===== config.mk =====
export PLATFORM = sky130hd
export DESIGN_NAME = dma_prog_seq
export DESIGN_NICKNAME = d
export VERILOG_FILES = /design/src/rtl/dma_prog_seq.sv
export SDC_FILE = /design/constraint.sdc
export NUM_CORES = 1
export LEC_CHECK = 0
export BUFFER_PORTS_ARGS = -buffer_cell sky130_fd_sc_hd__buf_2
export CORE_MARGIN = 1.5
export CORE_UTILIZATION = 25
export CTS_BUF_LIST = sky130_fd_sc_hd__clkbuf_4 sky130_fd_sc_hd__clkbuf_8 sky130_fd_sc_hd__clkbuf_16
export DETAILED_ROUTE_END_ITERATION = 16
export PLACE_DENSITY_LB_ADDON = 0.3
export SLEW_MARGIN = 20
export SYNTH_ARGS = -nofsm -noshare
export SYNTH_HDL_FRONTEND = slang
export SYNTH_SLANG_ARGS = --single-unit

===== constraint.sdc =====
create_clock -name clk -period 4.3 [get_ports clk]
set_input_delay 0 -clock clk [delete_from_list [all_inputs] [get_ports clk]]
set_output_delay 0 -clock clk [all_outputs]
set_load 0.01 [all_outputs]

===== src/rtl/dma_prog_seq.sv =====
module dma_prog_seq #(
  parameter int AW = 24,
  parameter int LW = 18
) (
  input  logic          clk,
  input  logic          rst_n,
  input  logic          req_valid,
  input  logic [3:0]    req_chan,
  input  logic [AW-1:0] req_addr,
  input  logic [LW-1:0] req_len,
  input  logic [2:0]    req_mode,
  input  logic [7:0]    alloc_mask,
  input  logic [7:0]    fin_set,
  input  logic [2:0]    len_sel,
  output logic          busy,
  output logic          done,
  output logic          err,
  output logic          wr_en,
  output logic [1:0]    wr_sel,
  output logic [4:0]    wr_ofs,
  output logic [7:0]    wr_data,
  output logic [7:0]    fin_flags,
  output logic [LW-1:0] len_q
);
  localparam int NCH = 8;
  localparam int LAST = 8;
  localparam logic [LW-1:0] BYTE_MAX = LW'(65536);
  localparam logic [LW-1:0] WORD_MAX = LW'(131072);
  localparam logic [3:0] R_MASK = 4'hA;
  localparam logic [3:0] R_MODE = 4'hB;
  localparam logic [3:0] R_FFC  = 4'hC;

  logic          busy_q, done_q, err_q;
  logic [3:0]    step_q;
  logic [2:0]    ch_q;
  logic [AW-1:0] addr_q;
  logic [LW-1:0] len_r;
  logic [2:0]    mode_q;
  logic [7:0]    fin_q;
  logic [LW-1:0] len_mem [NCH];

  wire accept   = req_valid && !busy_q;
  wire in_range = !req_chan[3];
  wire rq_word  = req_chan[2];
  wire rq_alloc = alloc_mask[req_chan[2:0]];
  wire len_ok   = rq_word ? (req_len <= WORD_MAX) && !req_len[0] && !req_addr[0]
                          : (req_len <= BYTE_MAX);
  wire rq_good  = in_range && rq_alloc && len_ok;
  wire start    = accept && rq_good;
  wire [7:0] clr_bit = start ? (8'b1 << req_chan[2:0]) : 8'b0;

  always_ff @(posedge clk) begin
    if (!rst_n) begin
      busy_q <= 1'b0;
      done_q <= 1'b0;
      err_q  <= 1'b0;
      step_q <= '0;
      ch_q   <= '0;
      addr_q <= '0;
      len_r  <= '0;
      mode_q <= '0;
      fin_q  <= '0;
    end else begin
      done_q <= 1'b0;
      err_q  <= 1'b0;
      fin_q  <= (fin_q | fin_set) & ~clr_bit;
      if (accept) begin
        if (rq_good) begin
          busy_q <= 1'b1;
          step_q <= '0;
          ch_q   <= req_chan[2:0];
          addr_q <= req_addr;
          len_r  <= req_len;
          mode_q <= req_mode;
        end else begin
          err_q <= 1'b1;
        end
      end else if (busy_q) begin
        if (step_q == 4'(LAST)) begin
          busy_q <= 1'b0;
          done_q <= 1'b1;
          step_q <= '0;
        end else begin
          step_q <= step_q + 4'd1;
        end
      end
    end
  end

  always_ff @(posedge clk) begin
    if (!rst_n) begin
      for (int i = 0; i < NCH; i++) len_mem[i] <= '0;
    end else if (start) begin
      len_mem[req_chan[2:0]] <= req_len;
    end
  end

  wire           word   = ch_q[2];
  wire [1:0]     lc     = ch_q[1:0];
  wire [AW-1:0]  a_eff  = word ? (addr_q >> 1) : addr_q;
  wire [LW-1:0]  n_eff  = word ? (len_r >> 1) : len_r;
  wire [15:0]    cnt    = n_eff[15:0] - 16'd1;
  wire [7:0]     md     = {1'b0, ~mode_q[1], 1'b0, mode_q[2], mode_q[0], ~mode_q[0], lc};

  logic [3:0] pg_ofs;
  always_comb begin
    case (lc)
      2'd0:    pg_ofs = 4'h7;
      2'd1:    pg_ofs = 4'h3;
      2'd2:    pg_ofs = 4'h1;
      default: pg_ofs = 4'h2;
    endcase
    if (word) pg_ofs = pg_ofs | 4'h8;
  end

  logic [3:0] base;
  logic       to_page;
  always_comb begin
    base    = R_MASK;
    to_page = 1'b0;
    wr_data = 8'h00;
    case (step_q)
      4'd0: begin base = R_MASK; wr_data = {5'b0, 1'b1, lc}; end
      4'd1: begin base = R_FFC;  wr_data = 8'h00; end
      4'd2: begin base = R_MODE; wr_data = md; end
      4'd3: begin to_page = 1'b1; wr_data = addr_q[23:16]; end
      4'd4: begin base = {1'b0, lc, 1'b0}; wr_data = a_eff[7:0]; end
      4'd5: begin base = {1'b0, lc, 1'b0}; wr_data = a_eff[15:8]; end
      4'd6: begin base = {1'b0, lc, 1'b1}; wr_data = cnt[7:0]; end
      4'd7: begin base = {1'b0, lc, 1'b1}; wr_data = cnt[15:8]; end
      default: begin base = R_MASK; wr_data = {5'b0, 1'b0, lc}; end
    endcase
  end

  assign wr_sel    = to_page ? 2'd2 : {1'b0, word};
  assign wr_ofs    = to_page ? {1'b0, pg_ofs} : (word ? {base, 1'b0} : {1'b0, base});
  assign wr_en     = busy_q;
  assign busy      = busy_q;
  assign done      = done_q;
  assign err       = err_q;
  assign fin_flags = fin_q;
  assign len_q     = len_mem[len_sel];

  a_r9_err_no_write: assert property (@(posedge clk) disable iff (!rst_n)
    err |-> !wr_en && !busy);
  a_r10_done_after_busy: assert property (@(posedge clk) disable iff (!rst_n)
    $fell(busy) |-> done);
  a_r10_done_pulse: assert property (@(posedge clk) disable iff (!rst_n)
    done |=> !done);
  a_r14_first_is_mask: assert property (@(posedge clk) disable iff (!rst_n)
    $rose(busy) |-> wr_data[2] && (wr_sel != 2'd2));
  a_r11_hold_request: assert property (@(posedge clk) disable iff (!rst_n)
    busy && $past(busy) |-> $stable(ch_q) && $stable(addr_q) && $stable(len_r));
  a_r12_fin_cleared: assert property (@(posedge clk) disable iff (!rst_n)
    start |=> !fin_flags[$past(req_chan[2:0])]);
endmodule


-- Word level (Yosys, flattened, before mapping)
Memories as Yosys holds them, arrays and structs flattened.
Index checks and enable logic that the tools add are counted.
- bits in registers: 62
- latch bits: 0
- bits in writable memories: 144
- bits in read-only memories: 0
- bits of input ports: 71
- output and inout bits: 45
- word-level logic and storage cells: 85
- memories: 1
- memory list (memory ; depth ; width ; read ports ; clocked after memory_dff ; wr ports ; line ; RTL):
    len_mem ; 8 ; 18 ; 1 ; 0 ; 8 ; 40 ; logic [LW-1:0] len_mem [NCH];
- add/subtract/negate cells: 2
- multiply operators: 0
- div/mod/pow operators: 0
- magnitude comparators: 3
- eq/ne operators: 11
- shifts and indexed selects: 1
- mux-type cells: 31
- bitwise operators: 7
- reductions and logical operators: 20
- operators with widths (kind ; number):
    8-bit case mux with 8 select lines ; 1
    16-bit two-way mux ; 2
    4-bit two-way mux ; 5
    18-bit by 17-bit <= comparator with 1-bit output, second input constant ; 1
    18-bit <= comparator, second input constant ; 1
    18-bit two-way mux ; 1
    18-bit OR reduction ; 1
    4-bit by 3-bit equality test with 1-bit output, second input constant ; 4
    4-bit case mux with 4 select lines ; 1
    16-bit by 1-bit subtractor with 16-bit output, second input constant ; 1
    1-bit two-way mux ; 14
    5-bit two-way mux ; 2
    3-bit case mux with 3 select lines ; 1
    8-bit AND ; 1
    4-bit by 2-bit equality test with 1-bit output, second input constant ; 2
    8-bit two-way mux ; 1
    8-bit NOT ; 1
    8-bit OR ; 1
    1-bit by 3-bit left shift with 8-bit output, first input constant ; 1
    1-bit logical AND ; 6
    2-bit AND reduction ; 3
    4-bit by 1-bit adder with 4-bit output, second input constant ; 1
    4-bit by 1-bit equality test with 1-bit output, second input constant ; 1
    4-bit equality test, second input constant ; 1
    other kinds (14) ; 21

-- Logic depth before layout (Yosys ltp)
Gate-level depths: netlist (run 1).
- word-level depth: 11
- mapped depth: 11
- depth with buffers taken out: 8

-- Least setup slack after synthesis (run 1)
OpenSTA, ideal clock, no wires.
- kind: input -> register
- from: input port req_chan[0]
- to: memory len_mem[5][0], enable pin
- library setup time: 0.421 ns
- data arrival time: 2.736 ns
- required time: 3.879 ns
- slack: 1.143 ns
- cell stages on the path: 7
- path buffers: 2
- cell sequence: or4b_1 o32ai_1 o221a_2 buf_2 buf_2 nand2_1 o31ai_1
- RTL lines (element ; line ; RTL):
    from (decl) ; 8 ; input logic [3:0] req_chan,
    to (decl) ; 40 ;

-- Worst setup path in the final report (run 1)
- from: register ch_q[2]
- to: output port wr_data[2]
- longest elaborated chain between the ends: 3
- elaborated cells on any way between the ends: 4
- classes of those cells: add/sub: 1; mux: 3
- RTL lines (element ; line ; RTL):
    from (decl) ; 35 ; logic [2:0] ch_q;
    from (signal assigned) ; 71 ; ch_q <= req_chan[2:0];
    16-bit two-way mux ; 101 ; wire [LW-1:0] n_eff = word ? (len_r >> 1) : len_r;
    16-bit by 1-bit subtractor with 16-bit output ; 102 ; wire [15:0] cnt = n_eff[15:0] - 16'd1;
    8-bit case mux with 8 select lines * ; 122 ; case (step_q)
    to (decl) ; 21 ; output logic [7:0] wr_data,
Every way passes the cells marked *; elsewhere a longest branch is shown, timed or not.

==> impl_results.md, run 1 <==
* Post-Synth Adder-Cell Area at less than 1%
* Die height at between 200 and 250 microns
* Prevailing post-synth register cell: edfxtp_1
* WP data required at 4300 ps
* RSZ-0062 raised after global routing: false
* Final setup viols at 0
* Final Total Pwr at ~4.5 mW
* CTS tree: yes
* Power Dens Cells at around 360 nW/um^2
* CTS max path bufs at 3
* Post-synthesis mux area share at between 10% and 20%
* Maximum vdd drop at approximately 240 uV
* Tmin final at approximately 3500 ps
* Slew HR at between 30 and 40%
* # port buffers at 115
* Worst setup path class: reg2out
* Die X at just over 200 microns
* Layout area overhead at 25.4%
* YS warnings at 0
* Final net count at approximately 1.2k
* Worst-path clk slew at 60 ps
* Layout cell share with drive strength beyond 1 at between 20% and 30%
* Final worst-path cycle share at 80.8%
* Drt first pass iters at 5
* Synth Area in XOR/XNOR at less than 1%
* Antenna cells at 0
* Highest Clock Rate at around 290 MHz
* Post-DP HPWL at roughly 19 mm
* Mapped Avg Cell Area at 10.9 sq um
* Row cnt at 73
* I/O pin count at between 100 and 150
* Total gr overflow at 0
* Core area at 39,700 sq um
* Arr. time, crit path at ~3500 ps
* Final hold vios at 0
* Cell internal pwr at ~3.4 mW
* Clock power share at a little over two fifths
* Iter 0 DRT Violations at 483
* Max-capacitance violation count at 0
* Crit path launch type: register
* Synth Area in Compound Gates at 12.6%
* First-pass GRT wire length at between 40 and 50 mm
* Initial Util at between 20% and 30%
* Commonest non-fill, non-tap cell in the layout: nor2_1
* Hold_ws at 85.8 ps
* Area of the die at between 40,000 and 50,000 sq um
* Crit. End Element: output port
* Sw Share at between 20% and 30%
* P_sw at around 1.1 mW
* Post-synth cell types at 65
* Gp weighted congestion at approximately 0.78
* Combinational Power Share at 9.3%
* Root buffer cell: clkbuf_16
* H-tree levels at 1
* Antenna-violating nets left at 0
* Vias in the first global route at between 7k and 8k
* Gr usage total at between 10 and 15%
* Status: finished, final reports clean
* Yosys reg bits at between 200 and 250
* Main combinational cell family by area after synthesis: simple AND/OR/NAND/NOR gates
* Post-Route Skew at 16.9 ps
* Drt wl/cell at 18.3 microns
* Post-CTS sizing at 0
* Post-synthesis cell count at around 920
* Sequential share of the synthesized area at 55.4%
* Total Wirelength at approximately 30 mm
* Worst-path fanout max at 26
* Fin Setup TNS at 0 ps
* Area of the mapped netlist at 10,100 sq um
* Least-Margin Pin Slew at roughly 990 ps
* Commonest non-fill, non-tap cells in the layout: nor2_1 (162), edfxtp_1 (144), buf_2 (115)
* Lkg Pwr at 4.60 nW
* Async SR Flop Fraction at 0%
* Simple-gate share of the synthesized area at 15.8%
* Residual DRC count at 0
* EDFF count, synth at 144
* CTS Buf Count at 23
* Pin count of the biggest net entering global routing at 56
* Vias at ~8k
* Vias per inst at 4.83
* Initial antenna violation count at 0
* Sequential share of power at about half
* Clock Latency Late Sink at around 540 ps
* Final Slew Violations at 0
* Hold/Removal Path Class: in2reg
* Clock sinks at around 210
## metal layers
| layer | global-route usage [%] | wire [microns] |
|---|---|---|
| met5 | 0 | 0 |
| met4 | 3.94 | 657 |
| met3 | 2.30 | 1240 |
| met2 | 24.6 | 14500 |
| met1 | 18.5 | 13200 |
## layout make-up
type                       instances  area, sq um
clock buffer                      32          649
timing repair buffer             204         1410
tap                              525          657
fill                            4075        27100
inverter                          11         41.3
multi-input combinational        635         4210
sequential                       206         5570
clock inverter                    10         63.8
## kinds of logic (layout without fill, tap and decap cells)
family,count (synthesis),in the layout
flops,206,206
other cells,1,8
compound gates,204,204
buf+inv,89,257
fa+ha+maj,5,5
mux,66,66
xor+xnor,7,7
simple gates,345,345
## repair_timing
item                      CTS  global route
hold buffers               68             0
hold endpoints to repair  177             0
setup buffers               0             0
## Yosys cell counts, drive strengths merged, types with 4 or more instances
cell,number,area (sq um)
a21oi,65,325
a22o,5,43.8
a22oi,6,45.0
a31oi,5,31.3
and2,5,31.3
buf,24,118
clkbuf,54,203
dfxtp,62,1240
edfxtp,144,4320
ha,5,62.6
inv,11,41.3
mux2,22,248
mux2i,8,80.1
mux4,36,811
nand2,39,146
nand2b,24,150
nand3,58,290
nand4,7,43.8
nor2,163,612
nor2b,6,37.5
nor3,15,75.1
nor4,7,43.8
o211ai,7,52.6
o21ai,65,325
o221a,4,45.0
o311ai,5,43.8
o31ai,8,60.1
or3,6,37.5
xnor2,4,35.0
## final timing paths
path / endpoint / from / cells past startpoint / slack (ps)
max: wr_data[2] / ch_q[2] / 9 / 820
min: busy / req_chan[3] / 5 / 90
max reg2reg: fin_flags[7] / busy / 5 / 1720
min reg2reg: addr_q[20] / addr_q[20] / 2 / 480
## power groups by stage
| stage | clock network (mW) | logic, mW | registers [mW] |
|---|---|---|---|
| finish | 1.88 | 0.417 | 2.19 |
| global route | 2.00 | 0.454 | 2.20 |
| CTS | 1.94 | 0.423 | 2.19 |
| detailed placement | 0 | 0.371 | 2.24 |
| global placement | 0 | 0.369 | 2.24 |
| floorplan | 0 | 0.215 | 2.23 |
## metrics by stage
step / utilization (%) / area, sq um / setup slack, ps / cells
after floorplan: - / 10100 / 1140 / 930
after global placement: 28.2 / 11200 / 1230 / 1513
after detailed placement: 28.2 / 11200 / 1210 / 1513
after CTS: 31.7 / 12600 / 797 / 1623
after global routing: 31.7 / 12600 / 640 / 1623
final: 31.7 / 12600 / 825 / 1623
## flip-flops by register name (all words and copies together) (netlist names)
register / cells
mode_q: 3
done: 1
busy: 1
len_mem: 144
step_q: 4
len_r: 17
err: 1
ch_q: 3
fin_flags: 8
addr_q: 24
## critical path: stages, from the launching register on
cell	delay, ps
dfxtp_1	480
buf_4	330
mux2i_1	220
ha_1	240
or3b_2	520
nor4_1	390
xnor2_1	170
a2bb2oi_1	250
o211ai_1	160
buf_2	180
Note: power is estimated with default switching activity, not from simulation.
==> run 2: changes to the inputs <==
- clock period: 4.3 -> 3.3 ns (I/O delays scaled with it)
==> impl_results.md, run 2 (same netlist as run 1, synthesis figures left out) <==
* Clock sinks at about 200
* CTS Buf Count at 24
* Maximum vdd drop at between 300 and 400 uV
* Fill cells at 4,059
* Final Slew Violations at 0
* DP Worst Slack at approximately 560 ps
* CTS tree: yes
* Total gr overflow at 0
* Iter 0 DRT Violations at between 500 and 600
* Layout area overhead at 27.4%
* Drt wl/cell at between 15 and 20 microns
* CP Buf/Inv Count at 2
* Initial antenna violation count at 1
* Tmin final at between 3000 and 4000 ps
* Hold/Removal Path Class: in2reg
* WP data required at between 3000 and 4000 ps
* Post-DP HPWL at ~19 mm
* CP max stage delay at 710 ps
* HP Start: req_chan[3]
* First-pass GRT wire length at around 46 mm
* Highest Clock Rate at 317 MHz
* Final net count at between 1k and 1.5k
* Worst-path cell chain: buf_4 -> a2111oi_0 -> and2_1 -> nand4_1 -> a221o_1 -> a211o_1 -> buf_2
* # port buffers at between 100 and 150
* Area of the die at ~41,000 sq um
* CTS max path bufs at 3
* Final hold vios at 0
* CP delay by family, top: compound AO/OA/AOI/OAI gates
* Setup repair bufs after CTS at 0
* Worst-path clk slew at 60 ps
* Finished Cell Area at roughly 13,000 sq um
* Cell Area, Placed at about 11,000 sq um
* Vias per inst at about 4.9
* Worst setup path class: reg2out
* Clock Latency Late Sink at ~530 ps
* Die height at between 200 and 250 microns
* Crit. End Element: output port
* Number of flip-flops in the largest register at ~140
* I/O pin count at 116
* Layout cell share with drive strength beyond 1 at between 20% and 30%
* Least-Margin Pin Slew at slightly below 1000 ps
* Core area at just under 40,000 sq um
* Commonest non-fill, non-tap cell in the layout: nor2_1
* Status: finished, final reports clean
* Initial Util at about a quarter
* Commonest non-fill, non-tap cells in the layout: nor2_1 (162), edfxtp_1 (144), buf_2 (115)
* Final worst-path cycle share at between 90% and 100%
* Drt first pass iters at 5
* Total Wirelength at approximately 30 mm
* Critical path launch point: ch_q[2]
* Max-capacitance violation count at 0
* Largest regs: len_mem x144, addr_q x24, len_r x17
* Reg with most FFs: len_mem
* Final setup viols at 0
* Die X at between 200 and 250 microns
* Slowest CP cell: a2111oi_0
* Slew HR at approximately 34%
* Crit path launch type: register
* Vias at approximately 8.0k
* Arr. time, crit path at about 3200 ps
* Vias in the first global route at between 7k and 8k
* Lkg Pwr at approximately 4.7 nW
* Worst-path fanout max at 42
* Pin count of the biggest net entering global routing at 56
* Root buffer cell: clkbuf_16
* Gp weighted congestion at between 0.8 and 0.9
* Antenna-violating nets left at 0
* Residual DRC count at 0
* Row cnt at 73
* Final setup margin at between 100 and 150 ps
* Power Dens Cells at 491 nW/um^2
* Worst R2R Start: busy
* Post-Route Skew at around 15 ps
* Gr usage total at between 10% and 20%
* RSZ-0062 raised after global routing: false
* Fin Setup TNS at 0 ps
* H-tree levels at 1
-- run 2: layer usage --
| metal | vias to the layer above | GRT usage, % | share of wire, % |
|---|---|---|---|
| li1 | 3764 | - | - |
| met1 | 3918 | 19.4 | 45 |
| met2 | 231 | 24.7 | 48 |
| met3 | 41 | 1.68 | 4.8 |
| met4 | 0 | 3.10 | 1.9 |
| met5 | - | 0 | 0 |
-- run 2: final timing paths --
path / cells past startpoint / endpoint / slack [ps]
hold / removal: 5 / busy / 90
setup reg to reg: 4 / fin_flags[6] / 830
setup / recovery: 7 / wr_data[7] / 140
hold reg to reg: 2 / addr_q[14] / 480
-- run 2: stage by stage --
step / utilization (%) / total power [mW] / cells / hold slack (ps)
finish: 32.2 / 6.28 / 1627 / 90.0
CTS: 32.2 / 6.35 / 1626 / 69.7
global placement: 28.3 / 3.40 / 1514 / 262
floorplan: - / 3.19 / 930 / 138
global route: 32.2 / 6.49 / 1627 / 109
detailed placement: 28.3 / 3.40 / 1514 / 261
-- run 2: final cells by class --
cell class              instances  area (sq um)  share of cell area, %
well taps                     525           657                   5.13
clock inverters                14           184                   1.44
repair buffers                205          1430                   11.2
diodes                          1          2.50                 0.0195
inverters                      11          41.3                  0.323
multi-input cells             635          4230                   33.1
clock buffers                  30           682                   5.33
flip-flops and latches        206          5570                   43.5
-- run 2: worst reg2reg max path, cell delays in order, from the launching register on --
cell	delay, ps
dfxtp_1	430
nor2_4	520
nand3_1	480
o221a_2	380
dlygate4sd3_1	570
-- run 2: repair_timing --
| item | in CTS | in global routing |
|---|---|---|
| pin swaps | 0 | 1 |
| resized for setup | 1 | 5 |
| hold buffers | 68 | 0 |
| setup endpoints to repair | 1 | 4 |
| endpoints found under the hold margin | 187 | 0 |
-- run 2: report_power, final --
part | internal, mW | switching (mW) | total, mW
Combinational | 0.243 | 0.306 | 0.549
Sequential | 2.83 | 0.0255 | 2.86
Clock | 1.78 | 1.09 | 2.87
